--- src/rtl/smb_pkg.sv ---
package smb_pkg;

    localparam int BYTE_W     = 8;
    localparam int REG_COUNT  = 8;
    localparam int CNT_W      = 5;
    localparam int BIT_CNT_W  = $clog2(BYTE_W + 1);

    localparam logic [BYTE_W-1:0] RESERVED_BYTE = 8'hFF;
    localparam logic [BYTE_W-1:0] ID_REV_VENDOR = 8'h01;
    localparam logic [BYTE_W-1:0] ID_DEVICE     = 8'h02;

    typedef enum logic [2:0] {
        PH_IDLE,
        PH_RX,
        PH_RX_ACK,
        PH_TX,
        PH_TX_ACK
    } phase_t;

    typedef enum logic [1:0] {
        ROLE_ADDR,
        ROLE_INDEX,
        ROLE_COUNT,
        ROLE_DATA
    } role_t;

    typedef struct packed {
        logic start;
        logic stop;
        logic rise;
        logic fall;
        logic sda;
    } bus_ev_t;

    typedef struct packed {
        logic [1:0]       pair_oe;
        logic             ss_sw_en;
        logic [1:0]       ss_sw_code;
        logic [1:0]       amp;
        logic [1:0]       pair_slew;
        logic [1:0]       ref_slew;
        logic             ref_wake;
        logic             ref_oe;
        logic [CNT_W-1:0] bcount;
    } cfg_t;

    localparam cfg_t CFG_RESET = '{
        pair_oe:    2'b11,
        ss_sw_en:   1'b0,
        ss_sw_code: 2'b00,
        amp:        2'b10,
        pair_slew:  2'b11,
        ref_slew:   2'b01,
        ref_wake:   1'b0,
        ref_oe:     1'b1,
        bcount:     CNT_W'(8)
    };

    // Spread code in effect: software code once software control is on.
    function automatic logic [1:0] eff_spread(input cfg_t c, input logic [1:0] latched);
        return c.ss_sw_en ? c.ss_sw_code : latched;
    endfunction

    // Byte presented to the bus for a given index.
    function automatic logic [BYTE_W-1:0] read_map(input logic [BYTE_W-1:0] idx,
                                                   input cfg_t c,
                                                   input logic [1:0] latched);
        logic [BYTE_W-1:0] b;
        case (idx)
            8'd0:    b = {5'b11111, c.pair_oe, 1'b1};
            8'd1:    b = {latched, c.ss_sw_en, c.ss_sw_code, 1'b1, c.amp};
            8'd2:    b = {5'b11111, c.pair_slew, 1'b1};
            8'd3:    b = {c.ref_slew, c.ref_wake, c.ref_oe, 4'hF};
            8'd4:    b = RESERVED_BYTE;
            8'd5:    b = ID_REV_VENDOR;
            8'd6:    b = ID_DEVICE;
            8'd7:    b = {{(BYTE_W-CNT_W){1'b0}}, c.bcount};
            default: b = '0;
        endcase
        return b;
    endfunction

    // Apply one committed byte; fixed bits and unmapped indices are dropped.
    function automatic cfg_t write_map(input logic [BYTE_W-1:0] idx,
                                       input logic [BYTE_W-1:0] d,
                                       input cfg_t c);
        cfg_t n;
        n = c;
        case (idx)
            8'd0: n.pair_oe = d[2:1];
            8'd1: begin
                n.ss_sw_en   = d[5];
                n.ss_sw_code = d[4:3];
                n.amp        = d[1:0];
            end
            8'd2: n.pair_slew = d[2:1];
            8'd3: begin
                n.ref_slew = d[7:6];
                n.ref_wake = d[5];
                n.ref_oe   = d[4];
            end
            8'd7: n.bcount = d[CNT_W-1:0];
            default: n = c;
        endcase
        return n;
    endfunction

endpackage

--- src/rtl/smb_line_sync.sv ---
module smb_line_sync #(
    parameter int STAGES = 2
) (
    input  logic clk,
    input  logic rst,
    input  logic din,
    output logic dout
);
    logic [STAGES-1:0] pipe;

    always_ff @(posedge clk) begin
        if (rst) pipe <= '1;
        else     pipe <= {pipe[STAGES-2:0], din};
    end

    assign dout = pipe[STAGES-1];
endmodule

--- src/rtl/smb_cond_detect.sv ---
module smb_cond_detect
    import smb_pkg::*;
(
    input  logic    clk,
    input  logic    rst,
    input  logic    scl_s,
    input  logic    sda_s,
    output bus_ev_t ev
);
    logic scl_q;
    logic sda_q;

    always_ff @(posedge clk) begin
        if (rst) begin
            scl_q <= 1'b1;
            sda_q <= 1'b1;
        end else begin
            scl_q <= scl_s;
            sda_q <= sda_s;
        end
    end

    always_comb begin
        ev.rise  = scl_s & ~scl_q;
        ev.fall  = ~scl_s & scl_q;
        ev.start = scl_s & scl_q & sda_q & ~sda_s;
        ev.stop  = scl_s & scl_q & ~sda_q & sda_s;
        ev.sda   = sda_s;
    end
endmodule

--- src/rtl/smb_xfer_fsm.sv ---
module smb_xfer_fsm
    import smb_pkg::*;
(
    input  logic              clk,
    input  logic              rst,
    input  bus_ev_t           ev,
    input  logic [6:0]        own_addr,
    input  logic [BYTE_W-1:0] cnt_byte,
    input  logic [BYTE_W-1:0] rd_byte,
    output logic [BYTE_W-1:0] rd_idx,
    output logic              wr_en,
    output logic [BYTE_W-1:0] wr_idx,
    output logic [BYTE_W-1:0] wr_data,
    output logic              sda_pull,
    output logic              busy
);
    localparam logic [BIT_CNT_W-1:0] LAST_BIT = BIT_CNT_W'(BYTE_W);

    phase_t                phase;
    role_t                 role;
    logic [BYTE_W-1:0]     sh;
    logic [BIT_CNT_W-1:0]  bcnt;
    logic [BYTE_W-1:0]     idx;
    logic [BYTE_W-1:0]     left;
    logic                  rd_mode;
    logic                  first_tx;
    logic                  host_ack;
    logic [BYTE_W-1:0]     tx_byte;

    assign tx_byte = first_tx ? cnt_byte : rd_byte;
    assign rd_idx  = idx;
    assign busy    = (phase != PH_IDLE);

    always_ff @(posedge clk) begin
        if (rst) begin
            phase    <= PH_IDLE;
            role     <= ROLE_ADDR;
            sh       <= '0;
            bcnt     <= '0;
            idx      <= '0;
            left     <= '0;
            rd_mode  <= 1'b0;
            first_tx <= 1'b0;
            host_ack <= 1'b0;
            sda_pull <= 1'b0;
            wr_en    <= 1'b0;
            wr_idx   <= '0;
            wr_data  <= '0;
        end else begin
            wr_en <= 1'b0;
            if (ev.start) begin
                phase    <= PH_RX;
                role     <= ROLE_ADDR;
                bcnt     <= '0;
                sda_pull <= 1'b0;
            end else if (ev.stop) begin
                phase    <= PH_IDLE;
                sda_pull <= 1'b0;
            end else begin
                case (phase)
                    PH_RX: begin
                        if (ev.rise) begin
                            sh   <= {sh[BYTE_W-2:0], ev.sda};
                            bcnt <= bcnt + 1'b1;
                        end else if (ev.fall && bcnt == LAST_BIT) begin
                            bcnt     <= '0;
                            phase    <= PH_RX_ACK;
                            sda_pull <= 1'b1;
                            case (role)
                                ROLE_ADDR: begin
                                    if (sh[BYTE_W-1:1] == own_addr) begin
                                        rd_mode  <= sh[0];
                                        first_tx <= 1'b1;
                                        role     <= ROLE_INDEX;
                                    end else begin
                                        phase    <= PH_IDLE;
                                        sda_pull <= 1'b0;
                                    end
                                end
                                ROLE_INDEX: begin
                                    idx  <= sh;
                                    role <= ROLE_COUNT;
                                end
                                ROLE_COUNT: begin
                                    left <= sh;
                                    role <= ROLE_DATA;
                                end
                                default: begin
                                    if (left != '0) begin
                                        wr_en   <= 1'b1;
                                        wr_idx  <= idx;
                                        wr_data <= sh;
                                        idx     <= idx + 1'b1;
                                        left    <= left - 1'b1;
                                    end
                                end
                            endcase
                        end
                    end
                    PH_RX_ACK: begin
                        if (ev.fall) begin
                            if (rd_mode) begin
                                phase    <= PH_TX;
                                sh       <= tx_byte;
                                sda_pull <= ~tx_byte[BYTE_W-1];
                                first_tx <= 1'b0;
                                if (!first_tx) idx <= idx + 1'b1;
                            end else begin
                                phase    <= PH_RX;
                                sda_pull <= 1'b0;
                            end
                        end
                    end
                    PH_TX: begin
                        if (ev.rise) begin
                            bcnt <= bcnt + 1'b1;
                        end else if (ev.fall) begin
                            if (bcnt == LAST_BIT) begin
                                bcnt     <= '0;
                                sda_pull <= 1'b0;
                                phase    <= PH_TX_ACK;
                            end else begin
                                sh       <= {sh[BYTE_W-2:0], 1'b0};
                                sda_pull <= ~sh[BYTE_W-2];
                            end
                        end
                    end
                    PH_TX_ACK: begin
                        if (ev.rise) begin
                            host_ack <= ~ev.sda;
                        end else if (ev.fall) begin
                            if (host_ack) begin
                                phase    <= PH_TX;
                                sh       <= tx_byte;
                                sda_pull <= ~tx_byte[BYTE_W-1];
                                first_tx <= 1'b0;
                                if (!first_tx) idx <= idx + 1'b1;
                            end else begin
                                phase <= PH_IDLE;
                            end
                        end
                    end
                    default: ;
                endcase
            end
        end
    end
endmodule

--- src/rtl/smb_cfg_regs.sv ---
module smb_cfg_regs
    import smb_pkg::*;
(
    input  logic              clk,
    input  logic              rst,
    input  logic              wr_en,
    input  logic [BYTE_W-1:0] wr_idx,
    input  logic [BYTE_W-1:0] wr_data,
    input  logic [BYTE_W-1:0] rd_idx,
    input  logic [1:0]        spread_latched,
    output logic [BYTE_W-1:0] rd_byte,
    output logic [BYTE_W-1:0] cnt_byte,
    output cfg_t              cfg
);
    always_ff @(posedge clk) begin
        if (rst)        cfg <= CFG_RESET;
        else if (wr_en) cfg <= write_map(wr_idx, wr_data, cfg);
    end

    assign rd_byte  = read_map(rd_idx, cfg, spread_latched);
    assign cnt_byte = read_map(BYTE_W'(REG_COUNT - 1), cfg, spread_latched);
endmodule

--- src/rtl/smb_cfg_slave.sv ---
module smb_cfg_slave
    import smb_pkg::*;
#(
    parameter int         SYNC_STAGES = 2,
    parameter logic [6:0] ADDR_SEL0   = 7'h68,
    parameter logic [6:0] ADDR_SEL1   = 7'h6A
) (
    input  logic       clk,
    input  logic       rst,
    input  logic       scl_in,
    input  logic       sda_in,
    output logic       sda_pull,
    input  logic       addr_sel,
    input  logic [1:0] spread_latched,
    output logic [1:0] pair_oe,
    output logic [1:0] pair_fast_slew,
    output logic [1:0] amp_sel,
    output logic [1:0] spread_mode,
    output logic [1:0] ref_slew,
    output logic       ref_wake,
    output logic       ref_oe
);
    localparam int LINES = 2;

    logic [LINES-1:0]  raw_lines;
    logic [LINES-1:0]  sync_lines;
    bus_ev_t           ev;
    logic              sel_q;
    logic [6:0]        own_addr;
    logic [BYTE_W-1:0] rd_idx;
    logic [BYTE_W-1:0] rd_byte;
    logic [BYTE_W-1:0] cnt_byte;
    logic              wr_en;
    logic [BYTE_W-1:0] wr_idx;
    logic [BYTE_W-1:0] wr_data;
    logic              fsm_busy;
    cfg_t              cfg;

    assign raw_lines = {sda_in, scl_in};

    for (genvar g = 0; g < LINES; g++) begin : g_sync
        smb_line_sync #(.STAGES(SYNC_STAGES)) u_sync (
            .clk  (clk),
            .rst  (rst),
            .din  (raw_lines[g]),
            .dout (sync_lines[g])
        );
    end

    always_ff @(posedge clk) begin
        if (rst) sel_q <= addr_sel;
    end

    assign own_addr = sel_q ? ADDR_SEL1 : ADDR_SEL0;

    smb_cond_detect u_det (
        .clk   (clk),
        .rst   (rst),
        .scl_s (sync_lines[0]),
        .sda_s (sync_lines[1]),
        .ev    (ev)
    );

    smb_xfer_fsm u_fsm (
        .clk      (clk),
        .rst      (rst),
        .ev       (ev),
        .own_addr (own_addr),
        .cnt_byte (cnt_byte),
        .rd_byte  (rd_byte),
        .rd_idx   (rd_idx),
        .wr_en    (wr_en),
        .wr_idx   (wr_idx),
        .wr_data  (wr_data),
        .sda_pull (sda_pull),
        .busy     (fsm_busy)
    );

    smb_cfg_regs u_regs (
        .clk            (clk),
        .rst            (rst),
        .wr_en          (wr_en),
        .wr_idx         (wr_idx),
        .wr_data        (wr_data),
        .rd_idx         (rd_idx),
        .spread_latched (spread_latched),
        .rd_byte        (rd_byte),
        .cnt_byte       (cnt_byte),
        .cfg            (cfg)
    );

    assign pair_oe        = cfg.pair_oe;
    assign pair_fast_slew = cfg.pair_slew;
    assign amp_sel        = cfg.amp;
    assign spread_mode    = eff_spread(cfg, spread_latched);
    assign ref_slew       = cfg.ref_slew;
    assign ref_wake       = cfg.ref_wake;
    assign ref_oe         = cfg.ref_oe;
endmodule

--- config.mk ---
export PLATFORM = sky130hd
export DESIGN_NAME = smb_cfg_slave
export DESIGN_NICKNAME = d
export VERILOG_FILES = /design/src/rtl/smb_pkg.sv /design/src/rtl/smb_line_sync.sv /design/src/rtl/smb_cond_detect.sv /design/src/rtl/smb_xfer_fsm.sv /design/src/rtl/smb_cfg_regs.sv /design/src/rtl/smb_cfg_slave.sv
export SDC_FILE = /design/constraint.sdc
export NUM_CORES = 1
export LEC_CHECK = 0
export ABC_AREA = 1
export BUFFER_PORTS_ARGS = -buffer_cell sky130_fd_sc_hd__clkbuf_2
export CAP_MARGIN = 25
export CELL_PAD_IN_SITES_DETAIL_PLACEMENT = 1
export CELL_PAD_IN_SITES_GLOBAL_PLACEMENT = 1
export CORE_MARGIN = 1.5
export CORE_UTILIZATION = 41
export CTS_BUF_LIST = sky130_fd_sc_hd__clkbuf_8
export DETAILED_ROUTE_END_ITERATION = 8
export GPL_TIMING_DRIVEN = 0
export PLACE_DENSITY_LB_ADDON = 0.1
export SYNTH_ARGS = -nofsm -noshare
export SYNTH_HDL_FRONTEND = slang
export SYNTH_SLANG_ARGS = --single-unit
--- constraint.sdc ---
create_clock -name clk -period 1.8 [get_ports clk]
set_clock_uncertainty 0.2 [all_clocks]
set_input_delay 0.18 -clock clk [delete_from_list [all_inputs] [get_ports clk]]
set_output_delay 0.18 -clock clk [all_outputs]
set_load 0.005 [all_outputs]
==> flow_metrics.tcl, run 1 <==
set metrics [dict create \
    run_status "finished, violations left" \
    violations "setup timing" \
    final_cell_mix "nand2_1, nor2_1, buf_4, dfxtp_1, inv_1" \
    drc 0 \
    clkLatencyLatePin_ns 0.38 \
    dr_total_vias 5357 \
    grt_overflow_total 0 \
    max-cap-violations 0 \
    crit_chain "inv_1, nor2_2, nand2_1, nand3_1, nand3_1, nor2_4, buf_6, nand3_2, nand2_2, nor2_1" \
    rsz0062_at_grt "yes" \
    nets 826 \
    syn_nets 726 \
    critical_path_buf_inv_count 2 \
    hold_depth 5 \
    std_cell_rows 38 \
    met1_usage 0.346 \
    endpoint_kind "flip-flop" \
    htreeDepth 3 \
    worstHoldEndpoint "u_fsm.sh[6]$_SDFFE_PP0P_" \
    reg2reg_from "u_fsm.phase[0]$_SDFFE_PP0P_" \
    ant_nets 0 \
    dp.cells 862 \
    fp.dieH_um 109 \
    use_met2 0.477 \
    use_met3 0.0389 \
    leakage_nw 2.83 \
    power_density_mw_per_mm2 1460 \
    maxSlewViolCount 0 \
    area_growth_syn_to_layout_pct 42.2 \
    cts_root_buffer "clkbuf_8" \
    maxSlewHeadroom 0.430 \
    clk_path_buf_depth 2 \
    period_share 1.11 \
    yosysSeqAreaShare 0.345 \
    totalWireLength_mm 19.4 \
    ys_warn_count 0 \
    fin_crit_ns 2.00 \
    final_common_cell "nand2_1" \
    synth-seq-cells 79 \
    rr_worst_depth 10 \
    die-area_mm2 0.0119 \
    regToRegEndpoint "u_fsm.rd_idx[0]$_SDFFE_PP0P_" \
    hold_viol 0 \
    worst_slew_pin_slew_ns 0.854 \
    die_w_um 109 \
    peakVddDrop_uv 1020 \
    worst_path_most_repeated_cell "nand3_1" \
    postSynthAreaPerCell_um2 6.56 \
    cp_slowest_stage_delay_ns 0.42 \
    dp_hpwl_mm 11.0 \
    grt_max_degree 14 \
    first_global_vias 4977 \
    io_buffers 19 \
    core_area_mm2 0.0109 \
    min_path_type "in2reg" \
    antenna_found_initial 0 \
    hold_ws_ns 0.101 \
    syn_area_mm2 0.00461 \
    required_ns 1.88 \
    place_congestion 0.890 \
    initialDrtViolationCount 386 \
    netlist_instances 703 \
    finalSetupViolCount 39 \
    drt_first_pass_iters 5 \
    avgRoutedWirePerCell_um 20.5 \
    cts_sinks 79 \
    path_clk_slew_ns 0.09 \
    busiest_layer "met2" \
    layout_setup_ws_ns -0.196 \
    diodes 0 \
    startpoint_type "flip-flop" \
    vias_per_cell 5.65 \
    cts_tree "done" \
    reg2reg_slack_ns -0.20 \
    crit_fanout 6 \
    grt_pass1_wl_mm 25.1 \
    hp-start "spread_latched[0]" \
    drive_gt1_frac 0.392 \
    initial_core_util 0.424 \
    cts_made_buffers 9 \
    max_freq_mhz 501 \
    ios 20 \
    grt.total_usage 0.277 \
    ys_types 39 \
    path_delay_family "simple AND/OR/NAND/NOR gates" \
    crit_slowest_cell "dfxtp_4" \
    fin_cells 948 \
    path_class "reg2reg" \
    arrival_ns 2.07 \
]
==> per-stage QoR <==
stage,setup WS (ns),power [mW],TNS (ns),area (um2),utilization
final,-0.196,9.61,-3.14,6560,0.603
after global routing,-0.281,10.1,-6.41,6560,0.603
after CTS,-0.0645,8.53,-0.363,5770,0.530
after detailed placement,-0.426,6.35,-17.03,4910,0.451
after global placement,-0.382,6.27,-14.36,4910,0.451
after floorplan,-0.0193,5.23,-0.0680,4640,-
==> Yosys cell counts <==
cell        n  area share
a211oi_1    3      0.0049
a211oi_2    1      0.0027
a21boi_0    1      0.0016
a21oi_1    51       0.055
a21oi_2     1      0.0019
buf_1       1     0.00081
buf_2       9      0.0098
buf_4       8       0.013
buf_6       3      0.0073
clkbuf_1    8      0.0065
clkinv_1    2      0.0016
clkinv_2    1      0.0011
dfxtp_1    78        0.34
edfxtp_1    1      0.0065
ha_1       16       0.043
inv_1      76       0.062
inv_2       5      0.0041
mux2_2      2      0.0049
nand2_1   154        0.13
nand2_2     5      0.0068
nand2_4     1      0.0024
nand3_1    59       0.064
nand3_2     2      0.0043
nand3b_1    1      0.0016
nand4_1    10       0.014
nor2_1    101       0.082
nor2_2      6      0.0081
nor2_4      3      0.0073
nor3_1      8      0.0087
nor3_4      1      0.0035
nor4_1      1      0.0014
nor4_2      1      0.0027
o211ai_1    8       0.013
o21ai_0    58       0.063
o21ai_1     3      0.0033
o21ai_2     1      0.0019
or2_2       6      0.0081
xnor2_1     3      0.0057
xor2_1      4      0.0076
==> worst max path at each step <==
stage / start / end / slack [ns] / cells after the start
after floorplan: u_fsm.role[0]$_SDFFE_PP0P_ / u_fsm.rd_idx[6]$_SDFFE_PP0P_ / -0.02 / 11
after global placement: g_sync[0].u_sync.pipe[1]$_SDFF_PP1_ / u_fsm.wr_idx[6]$_SDFFE_PP0P_ / -0.38 / 9
after detailed placement: g_sync[0].u_sync.pipe[1]$_SDFF_PP1_ / u_fsm.wr_idx[5]$_SDFFE_PP0P_ / -0.43 / 9
after CTS: u_fsm.role[1]$_SDFFE_PP0P_ / u_fsm.rd_idx[0]$_SDFFE_PP0P_ / -0.06 / 12
after global routing: u_fsm.phase[0]$_SDFFE_PP0P_ / u_fsm.rd_idx[7]$_SDFFE_PP0P_ / -0.28 / 10
final: u_fsm.phase[0]$_SDFFE_PP0P_ / u_fsm.rd_idx[0]$_SDFFE_PP0P_ / -0.20 / 10
==> power by group <==
group          switching [mW]  total [mW]  internal, mW  leakage, nW
Sequential              0.294        2.30          2.01        0.651
Combinational            3.84        5.92          2.08         2.08
Clock                   0.751        1.39         0.635        0.106
Total                    4.89        9.61          4.72         2.83
==> layer usage <==
| metal | wire length [um] | vias to the layer above |
|---|---|---|
| met5 | 0 | - |
| met4 | 863 | 0 |
| met3 | 750 | 74 |
| met2 | 9800 | 163 |
| met1 | 7990 | 2649 |
| li1 | - | 2471 |
==> sequential cells by signal, summed over array words and instances (netlist names), 2 cells and up <==
| name | cells |
|---|---|
| u_fsm.sh | 8 |
| u_fsm.left | 8 |
| u_fsm.role | 2 |
| u_fsm.wr_data | 8 |
| u_fsm.rd_idx | 8 |
| u_fsm.bcnt | 4 |
| u_regs.cfg | 18 |
| u_fsm.phase | 3 |
| g_sync.u_sync.pipe | 4 |
| u_fsm.wr_idx | 8 |
==> tightest hold or removal path: cells and delay by family <==
kind | cells | cell delay (ns)
AND/OR/NAND/NOR | 3 | 0.32
buffers and inverters | 1 | 0.10
AO/OA/AOI/OAI | 1 | 0.05
==> what timing repair did <==
action,CTS,global route
cloned,3,3
buffers inserted,30,29
pin swaps,23,57
endpoints found under the hold margin,5,0
gates resized for setup,107,176
setup endpoints to repair,57,63
hold buffers,5,0
==> final cells by class <==
cell class                 instances  area (um2)
inverter                          84         350
clock inverter                     7        65.1
fill                            1385        4330
buffer                            29         226
sequential                        79        1630
tap                              140         175
multi-input combinational        511        3260
clock buffer                       9         124
timing repair buffer              89         728
==> cells by family after synthesis <==
logic type / synth area share
buffers and inverters: 0.106
xor gates and xnor gates: 0.0133
and+or+nand+nor: 0.340
AOI/OAI and AO/OA: 0.148
muxes: 0.00488
DFF: 0.345
adders and majority gates: 0.0434
(Power assumes the default switching activity.)
==> run 2: changes to the inputs <==
--- a/config.mk
+++ b/config.mk
@@ -18,4 +18,5 @@
 export PLACE_DENSITY_LB_ADDON = 0.1
 export SYNTH_ARGS = -nofsm -noshare
 export SYNTH_HDL_FRONTEND = slang
+export SYNTH_HIERARCHICAL = 1
 export SYNTH_SLANG_ARGS = --single-unit
==> run 2 against run 1 <==
  * The flow still finishes with violations (setup timing)
  * Final area is 3.9% higher
  * First-iteration DRC count is 26% lower
  * Clock power is 4% lower
  * Count of clock-buffer cells in the layout is 1 higher
  * Die area is 7.6% higher
  * Sequential cell count stayed put
  * Routed wire length is 1.7% lower
  * Final cell count is 10% higher
  * Critical path type unchanged
  * Largest power group unchanged
  * Highest routed layer unchanged
==> flow_metrics.tcl, run 2 <==
set metrics [dict create \
    antenna_found_initial 0 \
    diodes 0 \
    totalWireLength_mm 19.1 \
    die-area_mm2 0.0128 \
    cts_sinks 79 \
    fp.dieH_um 113 \
    leakage_nw 3.06 \
    worst_slew_pin_slew_ns 0.827 \
    netlist_instances 794 \
    min_path_type "in2reg" \
    cts_made_buffers 9 \
    violations "setup timing" \
    peakVddDrop_uv 483 \
    nets 911 \
    required_ns 1.88 \
    dp_hpwl_mm 11.9 \
    path_class "reg2reg" \
    startpoint_type "flip-flop" \
    htreeDepth 3 \
    endpoint_kind "flip-flop" \
    final_common_cell "nand2_1" \
    io_buffers 19 \
    area_growth_syn_to_layout_pct 37.0 \
    grt.total_usage 0.255 \
    syn_area_mm2 0.00497 \
    pre_cts_slack_ns -0.568 \
    layout_setup_ws_ns -0.259 \
    die_w_um 113 \
    ant_nets 0 \
    crit_fanout 4 \
    cts_root_buffer "clkbuf_8" \
    use_met2 0.490 \
    initial_core_util 0.418 \
    core_area_mm2 0.0119 \
    grt_overflow_total 0 \
    final_cell_mix "nand2_1, inv_1, nor2_1, dfxtp_1, nand3_1" \
    first_global_vias 5222 \
    clkLatencyLatePin_ns 0.38 \
    vias_per_cell 5.27 \
    fin_crit_ns 2.06 \
    drc 0 \
    busiest_layer "met2" \
    largest_reg_flops 18 \
    finalSetupViolCount 51 \
    place_congestion 0.861 \
    cts_tree "done" \
    top_register "u_regs/cfg" \
    use_met3 0.0418 \
    power_density_mw_per_mm2 1180 \
    reg2reg_slack_ns -0.26 \
    dr_total_vias 5513 \
    postSynthAreaPerCell_um2 6.26 \
    rsz0062_at_grt "yes" \
    path_clk_slew_ns 0.10 \
    period_share 1.14 \
    clk_path_buf_depth 2 \
    drt_first_pass_iters 4 \
    std_cell_rows 40 \
    avgRoutedWirePerCell_um 18.2 \
    drive_gt1_frac 0.355 \
    ys_warn_count 6 \
    grt_pass1_wl_mm 25.8 \
    initialDrtViolationCount 286 \
    met1_usage 0.285 \
    hold_viol 0 \
    setup_tns_ns -7.31 \
    max_freq_mhz 486 \
    maxSlewHeadroom 0.449 \
    arrival_ns 2.14 \
    grt_max_degree 16 \
    max-cap-violations 0 \
    run_status "finished, violations left" \
    ios 20 \
    maxSlewViolCount 0 \
]
[run 2: changes by cell type in the layout (fill, tap and decap cells not counted), sizes merged, moves of 6 or more]
cell    delta
nand2     +61
inv       +34
nor2      +21
o21ai     -12
nand3     +11
conb      +10
a21oi      -9
o211ai     -7
ha         -6
or2        -6
[run 2: final timing paths]
| check | from | endpoint | cells past startpoint |
|---|---|---|---|
| worst min register to register | g_sync[0].u_sync/pipe[0]$_SDFF_PP1_ | g_sync[0].u_sync/pipe[1]$_SDFF_PP1_ | 2 |
| worst min-delay path | rst | u_fsm/left[5]$_SDFFE_PP0P_ | 2 |
| worst max-delay path | u_det/scl_q$_SDFF_PP1_ | u_fsm/wr_idx[7]$_SDFFE_PP0P_ | 11 |
| worst max register to register | u_det/scl_q$_SDFF_PP1_ | u_fsm/wr_idx[7]$_SDFFE_PP0P_ | 11 |
[run 2: per-layer routing]
metal | up-vias | wire length (um)
met2 | 102 | 10500
met3 | 36 | 499
met4 | 0 | 450
met1 | 2692 | 7670
met5 | - | 0
li1 | 2683 | -
[run 2: repair_timing]
action / in CTS / in global routing
hold buffers: 3 / 0
setup endpoints to repair: 53 / 53
buffers inserted: 30 / 28
endpoints found under the hold margin: 3 / 0
pin swaps: 20 / 50
gates resized for setup: 124 / 164
cloned: 1 / 2
[run 2: area by class of cell]
type	count	area [um2]
Inverter	117	457
Fill cell	1546	5100
Sequential cell	79	1650
Timing Repair Buffer	83	652
Tap cell	147	184
Buffer	24	211
Clock buffer	10	138
Multi-Input combinational cell	580	3470
Clock inverter	6	53.8
[run 2: power breakdown]
group / switching [mW] / internal [mW] / total, mW
combinational: 2.75 / 1.71 / 4.47
clock: 0.776 / 0.560 / 1.34
sequential: 0.287 / 1.95 / 2.24
[run 2: stage by stage]
| stage | util | area [um2] | cells | hold WS (ns) | power, mW |
|---|---|---|---|---|---|
| finish | 0.572 | 6810 | 1046 | 0.0282 | 8.04 |
| global route | 0.572 | 6810 | 1046 | 0.0198 | 8.52 |
| CTS | 0.508 | 6050 | 1016 | 0.0000573 | 7.08 |
| detailed placement | 0.443 | 5280 | 967 | 0.159 | 5.17 |
| global placement | 0.443 | 5280 | 967 | 0.152 | 5.05 |
| floorplan | - | 5000 | 801 | 0.0491 | 4.39 |
[run 2: worst max-delay path, stage by stage, from the launching register on]
cell and delay [ns]:
dfxtp_4 0.40, inv_2 0.04, nor2_2 0.10, nand4_1 0.23, buf_6 0.22, nor2_4 0.11, nand3b_1 0.10, buf_6 0.15
buf_6 0.13, buf_6 0.11, o21ai_2 0.10, a21oi_1 0.06
